### src/rtl/vlf_pkg.sv
package vlf_pkg;

    function automatic int calc_par(input int n);
        int p;
        p = 0;
        while ((1 << p) < (n + p + 1)) p++;
        return p;
    endfunction

    localparam int LEN_W  = 4;
    localparam int INFO_W = LEN_W + 3;
    localparam int PAR_W  = calc_par(INFO_W);
    localparam int HAM_W  = INFO_W + PAR_W;
    localparam int CODE_W = HAM_W + 1;

    typedef enum logic [2:0] {
        ST_IDLE,
        ST_DESC,
        ST_LABEL,
        ST_PAYLOAD,
        ST_CHECK
    } vlf_state_e;

    typedef struct packed {
        logic             typ;
        logic             crc_en;
        logic             lbl_en;
        logic [LEN_W-1:0] len;
    } vlf_info_t;

    // Single-error-correcting code plus overall parity
    function automatic logic [CODE_W-1:0] ham_encode(input logic [INFO_W-1:0] info);
        logic [HAM_W-1:0] cw;
        logic             p;
        int               j;
        cw = '0;
        j  = 0;
        for (int pos = 1; pos <= HAM_W; pos++) begin
            if ((pos & (pos - 1)) != 0) begin
                cw[pos-1] = info[j];
                j++;
            end
        end
        for (int k = 0; k < PAR_W; k++) begin
            p = 1'b0;
            for (int pos = 1; pos <= HAM_W; pos++) begin
                if ((((pos >> k) & 1) == 1) && (pos != (1 << k)))
                    p = p ^ cw[pos-1];
            end
            cw[(1 << k) - 1] = p;
        end
        return {^cw, cw};
    endfunction

endpackage

### src/rtl/vlf_desc_enc.sv
module vlf_desc_enc
    import vlf_pkg::*;
(
    input  vlf_info_t          info,
    output logic [CODE_W-1:0]  code
);

    always_comb begin
        code = ham_encode(info);
    end

endmodule

### src/rtl/vlf_crc_acc.sv
module vlf_crc_acc #(
    parameter int               DATA_W = 16,
    parameter int               CRC_W  = 8,
    parameter logic [CRC_W-1:0] POLY   = 8'h07
) (
    input  logic              clk,
    input  logic              rst,
    input  logic              clr,
    input  logic              upd,
    input  logic [DATA_W-1:0] din,
    output logic [CRC_W-1:0]  crc
);

    logic [CRC_W-1:0] crc_nxt;

    // Bit-serial shift, most significant data bit first, unrolled
    always_comb begin
        logic fb;
        crc_nxt = crc;
        for (int i = DATA_W - 1; i >= 0; i--) begin
            fb      = crc_nxt[CRC_W-1] ^ din[i];
            crc_nxt = {crc_nxt[CRC_W-2:0], 1'b0};
            if (fb) crc_nxt = crc_nxt ^ POLY;
        end
    end

    always_ff @(posedge clk) begin
        if (rst || clr) crc <= '0;
        else if (upd)   crc <= crc_nxt;
    end

endmodule

### src/rtl/vlf_beat_cnt.sv
module vlf_beat_cnt #(
    parameter int W = 4
) (
    input  logic         clk,
    input  logic         rst,
    input  logic         clr,
    input  logic         inc,
    output logic [W-1:0] cnt
);

    always_ff @(posedge clk) begin
        if (rst || clr) cnt <= '0;
        else if (inc)   cnt <= cnt + 1'b1;
    end

endmodule

### src/rtl/vlf_builder.sv
module vlf_builder
    import vlf_pkg::*;
#(
    parameter int               DATA_W   = 16,
    parameter int               CRC_W    = 8,
    parameter logic [CRC_W-1:0] CRC_POLY = 8'h07
) (
    input  logic              clk,
    input  logic              rst,
    input  logic              frm_valid,
    output logic              frm_ready,
    input  logic [LEN_W-1:0]  frm_len,
    input  logic              frm_lbl_en,
    input  logic [DATA_W-1:0] frm_lbl,
    input  logic              frm_crc_en,
    input  logic              frm_type,
    input  logic              pld_valid,
    output logic              pld_ready,
    input  logic [DATA_W-1:0] pld_data,
    output logic              out_valid,
    input  logic              out_ready,
    output logic [DATA_W-1:0] out_data,
    output logic              out_sof
);

    vlf_state_e        st_q, st_d;
    vlf_state_e        st_after_lbl, st_after_pld;
    vlf_info_t         info_q;
    logic [DATA_W-1:0] lbl_q;
    logic [CODE_W-1:0] desc_code;
    logic [CRC_W-1:0]  crc_val;
    logic [LEN_W-1:0]  beat;
    logic              frm_fire, out_fire, last_beat;
    logic              crc_upd, beat_inc;

    assign frm_fire  = frm_valid && frm_ready;
    assign out_fire  = out_valid && out_ready;
    assign last_beat = (beat == (info_q.len - 1'b1));
    assign crc_upd   = out_fire && ((st_q == ST_LABEL) || (st_q == ST_PAYLOAD));
    assign beat_inc  = out_fire && (st_q == ST_PAYLOAD);

    vlf_desc_enc u_desc (
        .info (info_q),
        .code (desc_code)
    );

    vlf_crc_acc #(
        .DATA_W (DATA_W),
        .CRC_W  (CRC_W),
        .POLY   (CRC_POLY)
    ) u_crc (
        .clk (clk),
        .rst (rst),
        .clr (frm_fire),
        .upd (crc_upd),
        .din (out_data),
        .crc (crc_val)
    );

    vlf_beat_cnt #(
        .W (LEN_W)
    ) u_beat (
        .clk (clk),
        .rst (rst),
        .clr (frm_fire),
        .inc (beat_inc),
        .cnt (beat)
    );

    // Frame attributes latched on request acceptance
    always_ff @(posedge clk) begin
        if (rst) begin
            info_q <= '0;
            lbl_q  <= '0;
        end else if (frm_fire) begin
            info_q <= '{typ: frm_type, crc_en: frm_crc_en, lbl_en: frm_lbl_en, len: frm_len};
            lbl_q  <= frm_lbl;
        end
    end

    // State register
    always_ff @(posedge clk) begin
        if (rst) st_q <= ST_IDLE;
        else     st_q <= st_d;
    end

    // Successor of the optional sections
    always_comb begin
        st_after_pld = info_q.crc_en ? ST_CHECK : ST_IDLE;
        st_after_lbl = (info_q.len != '0) ? ST_PAYLOAD : st_after_pld;
    end

    // Next state
    always_comb begin
        st_d = st_q;
        unique case (st_q)
            ST_IDLE:    if (frm_valid)            st_d = ST_DESC;
            ST_DESC:    if (out_ready)            st_d = info_q.lbl_en ? ST_LABEL : st_after_lbl;
            ST_LABEL:   if (out_ready)            st_d = st_after_lbl;
            ST_PAYLOAD: if (out_fire && last_beat) st_d = st_after_pld;
            ST_CHECK:   if (out_ready)            st_d = ST_IDLE;
            default:                              st_d = ST_IDLE;
        endcase
    end

    // Outputs
    always_comb begin
        frm_ready = 1'b0;
        pld_ready = 1'b0;
        out_valid = 1'b0;
        out_data  = '0;
        out_sof   = 1'b0;
        unique case (st_q)
            ST_IDLE: begin
                frm_ready = 1'b1;
            end
            ST_DESC: begin
                out_valid = 1'b1;
                out_data  = DATA_W'(desc_code);
                out_sof   = 1'b1;
            end
            ST_LABEL: begin
                out_valid = 1'b1;
                out_data  = lbl_q;
            end
            ST_PAYLOAD: begin
                out_valid = pld_valid;
                pld_ready = out_ready;
                out_data  = pld_data;
            end
            ST_CHECK: begin
                out_valid = 1'b1;
                out_data  = DATA_W'(crc_val);
            end
            default: begin
                frm_ready = 1'b0;
            end
        endcase
    end

endmodule

### config.mk
export PLATFORM = sky130hd
export DESIGN_NAME = vlf_builder
export DESIGN_NICKNAME = d
export VERILOG_FILES = /design/src/rtl/vlf_pkg.sv /design/src/rtl/vlf_desc_enc.sv /design/src/rtl/vlf_crc_acc.sv /design/src/rtl/vlf_beat_cnt.sv /design/src/rtl/vlf_builder.sv
export SDC_FILE = /design/constraint.sdc
export NUM_CORES = 1
export LEC_CHECK = 0
export ABC_AREA = 1
export BUFFER_PORTS_ARGS = -buffer_cell sky130_fd_sc_hd__buf_2
export CAP_MARGIN = 20
export CORE_MARGIN = 2
export CORE_UTILIZATION = 48
export CTS_CLUSTER_SIZE = 16
export DETAILED_ROUTE_END_ITERATION = 10
export PLACE_DENSITY_LB_ADDON = 0.1
export SLEW_MARGIN = 20
export SYNTH_ARGS = -nofsm -noshare
export SYNTH_HDL_FRONTEND = slang
export SYNTH_SLANG_ARGS = --single-unit
### constraint.sdc
create_clock -name clk -period 2.5 [get_ports clk]
set_input_delay 0.375 -clock clk [delete_from_list [all_inputs] [get_ports clk]]
set_output_delay 0.375 -clock clk [all_outputs]
set_load 0.02 [all_outputs]
==> impl_metrics.tcl, run 1 <==
set metrics [dict create \
    peakVddDrop_uv 747.8 \
    drc 0 \
    synth_area_sq_um 2820 \
    hold_viol_final 0 \
    yosysSeqAreaShare 0.2697 \
    rsz0062_at_grt "yes" \
    synthToLayoutAreaGrowth_pct 32.79 \
    start_util 0.5059 \
    yosysTopAreaCellShare 0.2697 \
    powerDensity_nw_per_um2 1327 \
    slew_viol_final 0 \
    cts_max_level 2 \
    holdWs_ns 0.3509 \
    hp-class "input pin to flip-flop" \
    netlist_top_cells_area "dfxtp_1 (27%), nand2_1 (18%), nand3_1 (8.7%), inv_1 (7.2%), a21oi_1 (6.4%)" \
    yosysUniqueCellTypes 42 \
    fin_total_pwr_w 0.004968 \
    vias 3181 \
    startpoint_type "flip-flop" \
    grt_usage 0.2551 \
    drtIter0Drc 234 \
    period_share 0.9945 \
    synth_seq_cells 38 \
    io_buffers 63 \
    final_nets 571 \
    finalSetupViolCount 0 \
    die_y_microns 80.65 \
    avgSynthCellArea_sq_um 6.395 \
    fillers 503 \
    status "completed" \
    ys.flop_type "dfxtp_1" \
    place.gp.congestion 0.9500 \
    critical_path_class "flip-flop to flip-flop" \
    synthArstFlopShare 0 \
    fin_crit_ns 2.486 \
    tightestPinTransition_ns 0.6031 \
    firstDrtPassIters 5 \
    ant_nets 0 \
    synth-edff-count 0 \
    clockBufferDepth 2 \
    cap_violations 0 \
    drive_gt1_frac 0.3327 \
    crit_required_ns 2.69 \
    crit_fanout 5 \
    slew_headroom 0.5979 \
    clock-sinks 38 \
    overflow 0 \
    dp_hpwl_mm 6.444 \
    cts_buffers 5 \
    skew_ns 0.004156 \
    cts-root-buf "clkbuf_8" \
    rows 27 \
    grt_pass1_wl_mm 12.74 \
    syn_nets 489 \
    num_antenna_cells 0 \
    fin_util 0.6718 \
    vias_per_cell 5.346 \
    ios 64 \
    end_kind "flip-flop" \
    fp.dieArea_sq_um 6504 \
    cp.arrival_ns 2.68 \
    grt_max_degree 38 \
    coreArea_sq_um 5574 \
    p_leak_nw 1.779 \
    cts_tree "yes" \
    synth.largest_area_cell "dfxtp_1" \
    antenna_found_initial 0 \
    ys_warn_count 0 \
    cts.clk_slew.worst_paths_ns 0.08 \
    synth_cells 441 \
    insertion_delay_ns 0.29 \
    die_w_microns 80.65 \
    timing.fmax_mhz 402.2 \
    wl_per_cell_microns 14.52 \
    cts.hold.buffers_added 0 \
    first_global_vias 2645 \
    totalWireLength_mm 8.639 \
]
-- kinds of logic after synthesis --
family	Yosys count	share of synthesized area
AND/OR/NAND/NOR	219	0.3385
adder cells (fa/ha/maj)	4	0.01775
buffers and inverters	71	0.1003
flip-flops	38	0.2697
XOR/XNOR	27	0.1038
AO/OA/AOI/OAI	82	0.1699
-- metal layers --
layer  share of wire  track usage
met3           0.052      0.03933
met5               0            0
met4           0.019      0.06102
met2            0.47       0.3892
met1            0.46       0.3746
-- cell type report --
class	instances	area [sq um]	area share
multi-input cells	333	2085	0.5566
repair buffers	87	495.5	0.1323
inverters	58	222.7	0.05947
well taps	72	90.09	0.02406
flip-flops and latches	38	772.0	0.2061
clock inverters	1	7.507	0.002005
clock buffers	6	72.57	0.01938
-- power by group --
group	total, W	switching, W	leakage [nW]	internal (W)
Combinational	0.00372	0.00235	1.43	0.00137
Clock	0.000414	0.000222	0.0373	0.000191
Sequential	0.000838	0.000110	0.313	0.000729
-- registers in the layout (all words and copies together) (netlist names) --
name / count
u_crc.crc: 8
lbl_q: 16
info_q: 7
u_beat.cnt: 4
st_q: 3
-- timing repair --
item,CTS,global route
cloned,0,1
setup endpoints to repair,2,9
resized for setup,2,72
setup buffers,0,8
pin swaps,0,26
-- per-stage QoR --
step           instance area, sq um  setup TNS, ns  worst slack (ns)  cells
6_report                       3745              0           0.01381    595
5_1_grt                        3745        -0.5751           -0.1356    595
4_1_cts                        3383              0          0.002275    586
3_5_place_dp                   3286        -0.1201          -0.06371    579
3_3_place_gp                   3286              0           0.02560    579
2_1_floorplan                  2823              0           0.03782    441
-- worst paths after layout --
check	from	end	slack (ns)	cells past startpoint
setup / recovery	st_q[2]	u_crc.crc[7]	0.01	14
hold / removal	frm_lbl[9]	lbl_q[9]	0.35	3
setup reg to reg	st_q[2]	u_crc.crc[7]	0.01	14
hold reg to reg	lbl_q[7]	lbl_q[7]	0.47	2
-- synth_stat cells (2+ instances only) --
cell / count
xor2_1: 10
inv_1: 54
o2111ai_1: 2
xnor2_1: 11
ha_1: 4
nand4_1: 3
buf_4: 3
o21ai_4: 2
inv_2: 3
a21oi_1: 36
nand3_1: 49
buf_2: 2
nand2_2: 5
nor2_1: 17
xor2_2: 5
o21ai_0: 28
o21ai_1: 3
nand3_2: 3
dfxtp_1: 38
nand3b_1: 2
o22ai_1: 2
clkbuf_1: 7
nand2_1: 133
-- worst max-delay path: stages (launching register included) --
cell	delay [ns]
dfxtp_4	0.38
inv_4	0.05
nand2_8	0.09
nor2_2	0.08
buf_4	0.14
a22oi_1	0.50
nand2_4	0.13
nand2_1	0.11
nand3_2	0.12
nand3b_1	0.16
nand2_2	0.11
buf_4	0.15
xnor2_1	0.14
o21ai_1	0.15
inv_1	0.05
-- layout by cell type, fill, tap and decap left out, types with 3 or more instances in the layout --
cell type  instances
a21oi_1           35
buf_2             63
buf_4             24
clkbuf_8           5
dfxtp_1           33
dfxtp_2            3
ha_1               3
inv_1             50
inv_2              6
nand2_1          116
nand2_2           17
nand2_4            4
nand3_1           29
nand3_2           17
nand3_4            6
nand4_1            3
nor2_1            16
o21ai_0           26
o21ai_1            4
xnor2_1           11
xor2_1             6
xor2_2             8
Power figures use the tool's default switching activity.
==> run 2: changes to the inputs <==
Settings changed: SYNTH_HIERARCHICAL from default to 1.
Clock period 2.5 ns to 3.1 ns, I/O delays scaled along.
==> run 2 against run 1 <==
  * Routed wire length fell by 5.5%
  * Design area decreased by 9.8%
  * Critical endpoint is now u_crc/crc[4]
  * Register-to-register slack improved by 0.38 ns
  * Largest cell class unchanged
  * Area after synthesis increased by 5.5%
  * Core utilization is 10 points lower
  * Clock power shrank 17%
  * First-iteration DRC count is 3.4% lower
  * Non-clock buffer count decreased by 23
  * Count of clock-buffer cells in the layout unchanged
  * Synthesized cell count up 17%
==> impl_metrics.tcl, run 2 <==
set metrics [dict create \
    avgSynthCellArea_sq_um 5.764 \
    cts_tree "yes" \
    cts_buffers 5 \
    synthToLayoutAreaGrowth_pct 13.55 \
    slew_headroom 0.5347 \
    antenna_found_initial 0 \
    timing.fmax_mhz 370.2 \
    first_global_vias 2875 \
    clock-sinks 38 \
    coreArea_sq_um 5956 \
    insertion_delay_ns 0.29 \
    largest_register_ffs 16 \
    final_nets 617 \
    vias 3289 \
    most-common-layout-cells "nand2_1 (187), inv_1 (80), buf_2 (63)" \
    place_inst 638 \
    num_antenna_cells 0 \
    final.setup.tns_ns 0 \
    dpl_cell_area_sq_um 3296 \
    hp-start "rst" \
    finalSetupViolCount 0 \
    start_util 0.4994 \
    synth_seq_cells 38 \
    vias_per_cell 5.099 \
    synth_cells 516 \
    fin_crit_ns 2.701 \
    tightestPinTransition_ns 0.6927 \
    end_kind "flip-flop" \
    yosysTopAreaCellShare 0.2558 \
    cts_resized 0 \
    fp.dieArea_sq_um 6842 \
    synth.largest_area_cell "dfxtp_1" \
    synth-edff-count 0 \
    yosysMostFrequentCell "nand2_1" \
    cp_cell_sequence "inv_2 > nor2_2 > nand2_2 > clkinv_2 > nand2_1 > o211ai_1 > inv_1 > nand2_1 > nand2_1 > nand2_1 > nand2_1 > nand2_1 > nand2_1 > nand2_1 > nand2_1 > nand2_1 > nand2_1 > nand2_1 > nand3_1 > nand2_1 > inv_1" \
    ios 64 \
    cts_max_level 2 \
    grt_pass1_wl_mm 13.12 \
    status "completed" \
    final_common_cell "nand2_1" \
    ys_warn_count 6 \
    drtIter0Drc 226 \
    die_w_microns 82.72 \
    fillers 643 \
    overflow 0 \
    yosysSeqAreaShare 0.2558 \
    slew_viol_final 0 \
    cts.hold.buffers_added 0 \
    crit_fanout 17 \
    powerDensity_nw_per_um2 1007 \
    largest-register "lbl_q" \
    rsz0062_at_grt "no" \
    p_leak_nw 1.725 \
    finalInstanceArea_sq_um 3377 \
    die_y_microns 82.72 \
    peakVddDrop_uv 566.6 \
    place.gp.congestion 0.8676 \
    cap_violations 0 \
    ant_nets 0 \
    wl_per_cell_microns 12.66 \
    dp_hpwl_mm 6.511 \
    period_share 0.8714 \
    netlist_top_cells_area "dfxtp_1 (26%), nand2_1 (24%), inv_1 (10%), nand3_1 (6.6%), a21oi_1 (5.9%)" \
    syn_nets 563 \
    hold_viol_final 0 \
    firstDrtPassIters 5 \
    holdWs_ns 0.3947 \
    rows 28 \
    hp-class "input pin to flip-flop" \
    synthTopCellsByCount "nand2_1 (187), inv_1 (80), nand3_1 (39), dfxtp_1 (38), a21oi_1 (35)" \
    synth_area_sq_um 2974 \
    cp-startpoint "st_q[1]" \
    drive_gt1_frac 0.1842 \
    crit_required_ns 3.30 \
    grt_usage 0.2510 \
    max_stage_delay_ns 0.42 \
    clockBufferDepth 2 \
    drc 0 \
    reg_top3 "lbl_q: 16 flops, u_crc/crc: 8 flops, info_q: 7 flops" \
    skew_ns 0.005648 \
    critical_path_class "flip-flop to flip-flop" \
    crit_path_top_delay_cell "dfxtp_1" \
    cts-root-buf "clkbuf_8" \
    synthArstFlopShare 0 \
    cts.clk_slew.worst_paths_ns 0.08 \
    reg2reg_from "st_q[1]" \
    fin_cells 645 \
    yosysUniqueCellTypes 30 \
    io_buffers 63 \
    postCtsSetupBuffers 0 \
    totalWireLength_mm 8.163 \
    startpoint_type "flip-flop" \
    ys.flop_type "dfxtp_1" \
    grt_max_degree 45 \
    cp.arrival_ns 2.90 \
    crit_top_cell "nand2_1" \
]
## run 2: cell types whose count changed after synthesis, sizes merged, moves of 4 or more
| cell | change |
|---|---|
| nand2 | +64 |
| inv | +32 |
| nand3 | -10 |
| buf | +4 |
| o211ai | +4 |
| nor2 | +5 |
| o21ai | -5 |
| xor2 | -7 |
| xnor2 | -6 |
| o2111ai | +5 |
## run 2: logic make-up after synthesis
logic type	count (synthesis)	share of synthesized area
and+or+nand+nor	278	0.4039
buffers and inverters	108	0.1468
AOI/OAI and AO/OA	75	0.1397
DFF	38	0.2558
xor gates and xnor gates	14	0.04123
adders and majority gates	3	0.01262
## run 2: power breakdown
part           switching, W  total, W  internal, W
registers         0.0000908  0.000685     0.000594
logic               0.00160   0.00238     0.000779
clock network      0.000188  0.000342     0.000155
## run 2: worst max-delay path: cells and delay by family, from the launching register on
kind / cells / cell delay (ns)
DFF: 1 / 0.42
buffers and inverters: 4 / 0.43
and+or+nand+nor: 16 / 1.57
AOI/OAI and AO/OA: 1 / 0.17
## run 2: final timing paths
path | endpoint | cells after the start | slack (ns)
worst max register to register | u_crc/crc[4] | 21 | 0.40
worst max-delay path | u_crc/crc[4] | 21 | 0.40
worst min register to register | lbl_q[15] | 2 | 0.46
worst min-delay path | info_q[6] | 2 | 0.39
## run 2: per-stage QoR
step	utilization	total power, W	setup slack (ns)
floorplan	-	0.002551	0.4811
global placement	0.5534	0.002981	0.4658
detailed placement	0.5534	0.003040	0.4139
CTS	0.5668	0.003389	0.3779
global route	0.5670	0.003771	0.005053
finish	0.5670	0.003402	0.3988
## run 2: per-layer routing
| metal | wire (microns) | GRT usage | vias up |
|---|---|---|---|
| li1 | - | - | 1713 |
| met5 | 0 | 0 | - |
| met2 | 3862 | 0.4274 | 91 |
| met1 | 3604 | 0.3140 | 1468 |
| met4 | 204 | 0.09344 | 0 |
| met3 | 492 | 0.04674 | 17 |
## run 2: layout make-up
| class | count | area (sq um) | area share |
|---|---|---|---|
| Clock buffer | 6 | 72.57 | 0.02149 |
| Clock inverter | 1 | 7.507 | 0.002223 |
| Inverter | 91 | 342.8 | 0.1015 |
| Timing Repair Buffer | 64 | 322.8 | 0.09559 |
| Tap cell | 75 | 93.84 | 0.02779 |
| Sequential cell | 38 | 760.7 | 0.2253 |
| Multi-Input combinational cell | 370 | 1777 | 0.5261 |
